$ cat src/rtl/slot_serdes_pkg.sv
package slot_serdes_pkg;
  localparam int WORD_W = 32;
  localparam int POS_W  = 10;
  localparam int HALF_W = WORD_W / 2;
  localparam int CNT_W  = $clog2(WORD_W + 1);
  localparam int IDX_W  = $clog2(WORD_W);
  localparam int CODE_W = 4;
  localparam int MIN_W  = 8;
  localparam int EXT_W  = 16;

  typedef struct packed {
    logic             en;
    logic [CNT_W-1:0] width;
    logic [POS_W-1:0] start;
  } chan_cfg_t;
endpackage

$ cat src/rtl/slot_cfg_dec.sv
module slot_cfg_dec
  import slot_serdes_pkg::*;
(
  input  logic [HALF_W-1:0] half,
  output chan_cfg_t         cfg
);
  logic [CNT_W-1:0] raw_w;

  always_comb begin
    raw_w = CNT_W'(half[CODE_W-1:0]) + CNT_W'(MIN_W)
          + (half[HALF_W-1] ? CNT_W'(EXT_W) : '0);
    cfg.width = (raw_w > CNT_W'(WORD_W)) ? CNT_W'(WORD_W) : raw_w;
    cfg.start = half[CODE_W +: POS_W];
    cfg.en    = half[HALF_W-2];
  end
endmodule

$ cat src/rtl/slot_tx.sv
module slot_tx
  import slot_serdes_pkg::*;
(
  input  logic              clk,
  input  logic              rst_n,
  input  logic              bit_tick,
  input  logic [POS_W-1:0]  frame_pos,
  input  chan_cfg_t         cfg_a,
  input  chan_cfg_t         cfg_b,
  input  logic              pack,
  input  logic [WORD_W-1:0] fifo_data,
  input  logic              fifo_empty,
  output logic              fifo_pop,
  output logic              underrun,
  output logic              sd_out
);
  logic              hit_a, hit_b, want;
  logic [WORD_W-1:0] src, load_word;
  logic [CNT_W-1:0]  load_w, top_bit;
  logic              busy_q, busy_d, sd_q, sd_d;
  logic [IDX_W-1:0]  idx_q, idx_d;
  logic [WORD_W-1:0] sh_q, sh_d;
  logic [HALF_W-1:0] hold_q, hold_d;

  always_comb begin
    hit_a    = bit_tick && cfg_a.en && (frame_pos == cfg_a.start);
    hit_b    = bit_tick && cfg_b.en && (frame_pos == cfg_b.start) && !hit_a;
    want     = hit_a || (hit_b && !pack);
    fifo_pop = want && !fifo_empty;
    underrun = want && fifo_empty;
    src      = fifo_empty ? '0 : fifo_data;
    load_w   = hit_a ? cfg_a.width : cfg_b.width;
    top_bit  = load_w - CNT_W'(1);
    if (!pack)      load_word = src;
    else if (hit_a) load_word = {{HALF_W{1'b0}}, src[HALF_W-1:0]};
    else            load_word = {{HALF_W{1'b0}}, hold_q};
  end

  always_comb begin
    busy_d = busy_q;
    sd_d   = sd_q;
    idx_d  = idx_q;
    sh_d   = sh_q;
    hold_d = hold_q;
    if (bit_tick) begin
      if (hit_a || hit_b) begin
        sd_d   = load_word[top_bit[IDX_W-1:0]];
        idx_d  = IDX_W'(load_w - CNT_W'(2));
        busy_d = 1'b1;
        sh_d   = load_word;
        if (hit_a && pack) hold_d = src[WORD_W-1:HALF_W];
      end else if (busy_q) begin
        sd_d   = sh_q[idx_q];
        busy_d = (idx_q != '0);
        idx_d  = idx_q - IDX_W'(1);
      end else begin
        sd_d = 1'b0;
      end
    end
  end

  always_ff @(posedge clk or negedge rst_n) begin
    if (!rst_n) begin
      busy_q <= 1'b0;
      sd_q   <= 1'b0;
      idx_q  <= '0;
      sh_q   <= '0;
      hold_q <= '0;
    end else begin
      busy_q <= busy_d;
      sd_q   <= sd_d;
      idx_q  <= idx_d;
      sh_q   <= sh_d;
      hold_q <= hold_d;
    end
  end

  assign sd_out = sd_q;

  AST_SD_ONLY_ON_TICK: assert property (@(posedge clk) disable iff (!rst_n)
    !bit_tick |=> $stable(sd_out));
  AST_POP_EXCLUSIVE: assert property (@(posedge clk) disable iff (!rst_n)
    !(fifo_pop && underrun));
  AST_IDLE_ZERO: assert property (@(posedge clk) disable iff (!rst_n)
    (bit_tick && !busy_q && !hit_a && !hit_b) |=> !sd_out);
endmodule

$ cat src/rtl/slot_rx.sv
module slot_rx
  import slot_serdes_pkg::*;
(
  input  logic              clk,
  input  logic              rst_n,
  input  logic              bit_tick,
  input  logic [POS_W-1:0]  frame_pos,
  input  chan_cfg_t         cfg_a,
  input  chan_cfg_t         cfg_b,
  input  logic              pack,
  input  logic              sext,
  input  logic              sd_in,
  output logic              push,
  output logic [WORD_W-1:0] data
);
  logic              hit_a, hit_b, sgn;
  logic [WORD_W-1:0] word_raw, word_ext;
  logic [CNT_W-1:0]  msb_w;
  logic              busy_q, busy_d, ch_q, ch_d, push_q, push_d;
  logic [CNT_W-1:0]  rem_q, rem_d, wq_q, wq_d;
  logic [WORD_W-1:0] acc_q, acc_d, data_q, data_d;
  logic [HALF_W-1:0] hold_q, hold_d;

  always_comb begin
    hit_a    = bit_tick && cfg_a.en && (frame_pos == cfg_a.start);
    hit_b    = bit_tick && cfg_b.en && (frame_pos == cfg_b.start) && !hit_a;
    word_raw = {acc_q[WORD_W-2:0], sd_in};
    msb_w    = wq_q - CNT_W'(1);
    sgn      = word_raw[msb_w[IDX_W-1:0]];
    for (int i = 0; i < WORD_W; i++)
      word_ext[i] = (sext && (i > int'(msb_w))) ? sgn : word_raw[i];
  end

  always_comb begin
    busy_d = busy_q;
    ch_d   = ch_q;
    rem_d  = rem_q;
    wq_d   = wq_q;
    acc_d  = acc_q;
    hold_d = hold_q;
    data_d = data_q;
    push_d = 1'b0;
    if (bit_tick) begin
      if (hit_a || hit_b) begin
        acc_d  = {{(WORD_W-1){1'b0}}, sd_in};
        rem_d  = (hit_a ? cfg_a.width : cfg_b.width) - CNT_W'(1);
        wq_d   = hit_a ? cfg_a.width : cfg_b.width;
        ch_d   = hit_b;
        busy_d = 1'b1;
      end else if (busy_q) begin
        acc_d = word_raw;
        rem_d = rem_q - CNT_W'(1);
        if (rem_q == CNT_W'(1)) begin
          busy_d = 1'b0;
          if (!pack) begin
            push_d = 1'b1;
            data_d = word_ext;
          end else if (!ch_q) begin
            hold_d = word_ext[HALF_W-1:0];
          end else begin
            push_d = 1'b1;
            data_d = {word_ext[HALF_W-1:0], hold_q};
          end
        end
      end
    end
  end

  always_ff @(posedge clk or negedge rst_n) begin
    if (!rst_n) begin
      busy_q <= 1'b0;
      ch_q   <= 1'b0;
      rem_q  <= '0;
      wq_q   <= CNT_W'(MIN_W);
      acc_q  <= '0;
      hold_q <= '0;
      data_q <= '0;
      push_q <= 1'b0;
    end else begin
      busy_q <= busy_d;
      ch_q   <= ch_d;
      rem_q  <= rem_d;
      wq_q   <= wq_d;
      acc_q  <= acc_d;
      hold_q <= hold_d;
      data_q <= data_d;
      push_q <= push_d;
    end
  end

  assign push = push_q;
  assign data = data_q;

  AST_PUSH_AFTER_TICK: assert property (@(posedge clk) disable iff (!rst_n)
    push |-> $past(bit_tick));
  AST_PUSH_SINGLE: assert property (@(posedge clk) disable iff (!rst_n)
    push |=> !push);
endmodule

$ cat src/rtl/slot_serdes.sv
module slot_serdes
  import slot_serdes_pkg::*;
(
  input  logic              clk,
  input  logic              rst_n,
  input  logic              bit_tick,
  input  logic [POS_W-1:0]  frame_pos,
  input  logic [WORD_W-1:0] tx_cfg,
  input  logic [WORD_W-1:0] rx_cfg,
  input  logic              tx_pack,
  input  logic              rx_pack,
  input  logic              rx_sext,
  input  logic [WORD_W-1:0] tx_data,
  input  logic              tx_empty,
  output logic              tx_pop,
  output logic              tx_underrun,
  output logic              sd_out,
  input  logic              sd_in,
  output logic [WORD_W-1:0] rx_data,
  output logic              rx_push
);
  localparam int NCH = 2;

  logic      rst_m, rst_s;
  chan_cfg_t tx_ch [NCH];
  chan_cfg_t rx_ch [NCH];

  always_ff @(posedge clk or negedge rst_n) begin
    if (!rst_n) begin
      rst_m <= 1'b0;
      rst_s <= 1'b0;
    end else begin
      rst_m <= 1'b1;
      rst_s <= rst_m;
    end
  end

  for (genvar g = 0; g < NCH; g++) begin : g_dec
    slot_cfg_dec u_tx_dec (
      .half (tx_cfg[WORD_W-1-g*HALF_W -: HALF_W]),
      .cfg  (tx_ch[g])
    );
    slot_cfg_dec u_rx_dec (
      .half (rx_cfg[WORD_W-1-g*HALF_W -: HALF_W]),
      .cfg  (rx_ch[g])
    );
  end

  slot_tx u_tx (
    .clk        (clk),
    .rst_n      (rst_s),
    .bit_tick   (bit_tick),
    .frame_pos  (frame_pos),
    .cfg_a      (tx_ch[0]),
    .cfg_b      (tx_ch[1]),
    .pack       (tx_pack),
    .fifo_data  (tx_data),
    .fifo_empty (tx_empty),
    .fifo_pop   (tx_pop),
    .underrun   (tx_underrun),
    .sd_out     (sd_out)
  );

  slot_rx u_rx (
    .clk       (clk),
    .rst_n     (rst_s),
    .bit_tick  (bit_tick),
    .frame_pos (frame_pos),
    .cfg_a     (rx_ch[0]),
    .cfg_b     (rx_ch[1]),
    .pack      (rx_pack),
    .sext      (rx_sext),
    .sd_in     (sd_in),
    .push      (rx_push),
    .data      (rx_data)
  );
endmodule

$ cat config.mk
export PLATFORM = sky130hd
export DESIGN_NAME = slot_serdes
export DESIGN_NICKNAME = d
export VERILOG_FILES = /design/src/rtl/slot_serdes_pkg.sv /design/src/rtl/slot_cfg_dec.sv /design/src/rtl/slot_tx.sv /design/src/rtl/slot_rx.sv /design/src/rtl/slot_serdes.sv
export SDC_FILE = /design/constraint.sdc
export NUM_CORES = 1
export LEC_CHECK = 0
export ABC_CLOCK_PERIOD_IN_PS = 11210
export BUFFER_PORTS_ARGS = -buffer_cell sky130_fd_sc_hd__buf_4
export CAP_MARGIN = 0
export CORE_UTILIZATION = 62
export DETAILED_ROUTE_END_ITERATION = 10
export PLACE_DENSITY = 0.86
export SLEW_MARGIN = 5
export SYNTH_ARGS = -nofsm -noshare
export SYNTH_HDL_FRONTEND = slang
export SYNTH_SLANG_ARGS = --single-unit
$ cat constraint.sdc
create_clock -name clk -period 11.21 [get_ports clk]
set_input_delay 1.121 -clock clk [delete_from_list [all_inputs] [get_ports clk]]
set_output_delay 1.121 -clock clk [all_outputs]
set_load 0.01 [all_outputs]
==> flow_metrics.py <==
metrics = {
    "floorplan": {
        "core_area_mm2": 0.0145,
        "io_pins": 150,
        "die_area_mm2": 0.0154,
        "start_util": 0.636,
        "rows": 44,
        "chipWidth_um": 124,
        "die_h_um": 124,
    },
    "drt": {
        "first_pass_iters": 7,
        "drt-initial-drc-count": 835,
        "drc": 0,
        "num_vias": 8125,
        "avgViaCountPerCell": 6.16,
        "routedWlPerCell_um": 18.9,
        "ant_nets": 0,
        "drt_wl_total_um": 24900,
    },
    "final_layout": {
        "area_delta_synth_final_pct": 18.8,
        "final_nets": 1251,
        "diodes": 0,
        "layout-drive-gt1-share": 0.219,
        "nFillCells": 1074,
    },
    "synth": {
        "synth_flop_cell": "dfrtp_1",
        "synth_edf_count": 0,
        "synthTopCellsByCount": "dfrtp_1 (150), nand2_1 (140), a21oi_1 (99), nor2_1 (95), clkbuf_1 (59)",
        "yosysSeqAreaShare": 0.409,
        "synth_cell_types": 64,
        "synth_warnings": 0,
        "yosysMostFrequentCell": "dfrtp_1",
        "netlist_instances": 1016,
        "avgSynthCellArea_um2": 9.10,
        "synth_fp_nets": 1145,
        "synth-async-reset-ratio": 1.00,
        "yosys.area.top_type": "dfrtp_1",
        "netlist.area_leader.share": 0.406,
        "syn-cell-area_mm2": 0.00925,
        "synth-seq-cells": 151,
        "synth_area_leaders": "dfrtp_1 (41%), mux2i_1 (6.2%), nand2_1 (5.7%), a21oi_1 (5.4%), mux4_2 (4.9%)",
    },
    "placed_design": {
        "port_buffers": 149,
        "post-place-ws_ns": 6.24,
        "place.gp.congestion": 0.976,
        "dp_hpwl_um": 17400,
    },
    "outcome": {
        "status": "finished, final reports clean",
    },
    "sta": {
        "clock_skew_ns": 0.0102,
        "rsz0062_at_grt": "false",
        "hold_viol": 0,
        "fmax_ghz": 0.200,
        "fin_tns_setup_ns": 0,
        "layout_setup_ws_ns": 6.22,
        "relSlewSlack": 0.211,
        "worst_pin_slew_ns": 1.18,
        "period_share": 0.445,
        "slew_violations": 0,
        "final.min_clock_period_ns": 4.99,
        "final-setup-viol-count": 0,
    },
    "worst_setup_path": {
        "worstSetupStartpointType": "primary input",
        "critPathMaxFanout": 48,
        "crit_type": "primary input to primary output",
        "cp_common_cell": "buf_4",
        "cpPeakStageDelay_ns": 0.71,
        "cp.buffers_inverters": 3,
        "crit_required_ns": 10.09,
        "crit_slowest_cell": "or3_1",
        "cp_cell_sequence": "buf_4 > nand2_1 > or4_1 > or3_1 > o41ai_2 > buf_4 > and3_1 > buf_4",
        "cp_top_family": "simple AND/OR/NAND/NOR gates",
        "crit_path_end_kind": "primary output",
        "crit_arrival_ns": 3.87,
    },
    "clock_network": {
        "cts_max_path_buffers": 2,
        "cts_sinks": 151,
        "cts-root-buf": "clkbuf_16",
        "hold_buffers": 0,
        "clock_latency_ns": 0.44,
        "cts-resized-gates": 0,
        "cts_tree": "built",
        "cts_made_buffers": 17,
        "cts_setup_buffers": 0,
        "cts-htree-levels": 4,
        "clkTransAtPathRegs_ns": 0.06,
    },
    "power": {
        "power_switching_uw": 579,
        "power_density_mw_per_mm2": 162,
        "power.share.switching": 0.325,
        "p_int_mw": 1.21,
        "p_leak_nw": 4.92,
        "p_comb_frac": 0.272,
        "ir_drop_v": 0.000111,
        "seq_power_share": 0.406,
        "pwr-share-clk": 0.322,
    },
    "global_route": {
        "first_global_vias": 7827,
        "grt_max_degree": 88,
        "antenna_found_initial": 0,
        "grt-ovfl-total": 0,
        "track_usage": 0.337,
        "grt_pass1_wl_um": 39100,
    },
    "run": {
        "drv_cap": 0,
    },
    "min_path": {
        "hold_class": "flop to flop",
    },
}
## sequential cells by signal, indices dropped and copies added (netlist names), 5 cells and up
name / count
u_rx.data: 32
u_tx.sh_q: 32
u_rx.acc_q: 31
u_rx.hold_q: 16
u_tx.hold_q: 16
u_rx.rem_q: 6
u_rx.wq_q: 6
u_tx.idx_q: 5
## kinds of logic (layout without fill, tap and decap cells)
kind of cell	Yosys count	count (layout)	share of synthesized area
simple gates	397	397	0.199
buf+inv	81	200	0.0342
fa+ha+maj	15	15	0.0203
mux	107	107	0.147
xor+xnor	64	64	0.0606
other cells	1	1	0.000406
compound gates	200	200	0.130
flops	151	151	0.409
## metrics by stage
stage	cells	total power, mW	hold slack, ns	utilization	cell area (um^2)
3_3_place_gp	1287	1.19	0.338	0.715	10400
5_1_grt	1319	1.87	0.374	0.756	11000
6_report	1319	1.79	0.360	0.756	11000
2_1_floorplan	1016	0.998	0.331	-	9250
4_1_cts	1319	1.78	0.363	0.756	11000
3_5_place_dp	1287	1.21	0.342	0.715	10400
## metal layers
metal | routed length, um | GRT usage | up-vias | part of all wire
met4 | 665 | 0.124 | 0 | 0.027
li1 | - | - | 3780 | -
met2 | 12900 | 0.586 | 340 | 0.52
met5 | 0 | 0 | - | 0
met3 | 1430 | 0.0742 | 72 | 0.057
met1 | 9940 | 0.408 | 3933 | 0.40
## path summary, 6_finish.rpt
check	startpoint	to	slack, ns	cells past startpoint
min reg2reg	rst_m	rst_s	0.36	0
min	rst_m	rst_s	0.36	0
max reg2reg	u_rx.wq_q[0]	u_rx.data[10]	7.04	10
max in group asynchronous	rst_s	u_rx.data[21]	9.17	1
max	bit_tick	tx_underrun	6.22	8
min in group asynchronous	rst_s	u_tx.sh_q[16]	0.43	0
## power by group through the flow
stage | Clock [mW] | Sequential (mW) | Combinational [mW]
2_1_floorplan | 0 | 0.741 | 0.257
3_3_place_gp | 0 | 0.728 | 0.462
3_5_place_dp | 0 | 0.730 | 0.477
4_1_cts | 0.577 | 0.723 | 0.483
5_1_grt | 0.600 | 0.738 | 0.533
6_report | 0.576 | 0.724 | 0.485
## final cells by class
class	count	area, um^2	area share
multi-input cells	784	5160	0.470
flip-flops and latches	151	3780	0.344
repair buffers	157	1180	0.107
clock buffers	19	443	0.0403
well taps	184	230	0.0210
clock inverters	13	148	0.0134
inverters	11	41.3	0.00376
## layout by cell type (no fill, tap or decap), types with 3 or more instances in the layout
| cell | Yosys | final |
|---|---|---|
| buf_4 | 0 | 157 |
| dfrtp_1 | 150 | 149 |
| nand2_1 | 140 | 140 |
| a21oi_1 | 99 | 99 |
| nor2_1 | 95 | 95 |
| mux2i_1 | 57 | 57 |
| nand3_1 | 56 | 56 |
| o21ai_0 | 47 | 47 |
| xnor2_1 | 33 | 33 |
| xor2_1 | 31 | 31 |
| mux2_2 | 29 | 29 |
| nor2b_1 | 25 | 25 |
| nand2b_1 | 23 | 23 |
| mux4_2 | 20 | 20 |
| nor3_1 | 18 | 17 |
| clkbuf_16 | 0 | 17 |
| ha_1 | 15 | 15 |
| inv_1 | 11 | 11 |
| nor4_1 | 10 | 10 |
| o21a_1 | 8 | 8 |
| o211ai_1 | 6 | 6 |
| nand4_1 | 5 | 5 |
| and3_1 | 5 | 5 |
| o31ai_1 | 5 | 5 |
| or3_1 | 4 | 4 |
| clkinv_4 | 0 | 4 |
| clkinvlp_4 | 0 | 4 |
| or4_1 | 3 | 3 |
| o41ai_1 | 4 | 3 |
| a31oi_1 | 3 | 3 |
| a222oi_1 | 3 | 3 |
(Power assumes the default switching activity.)
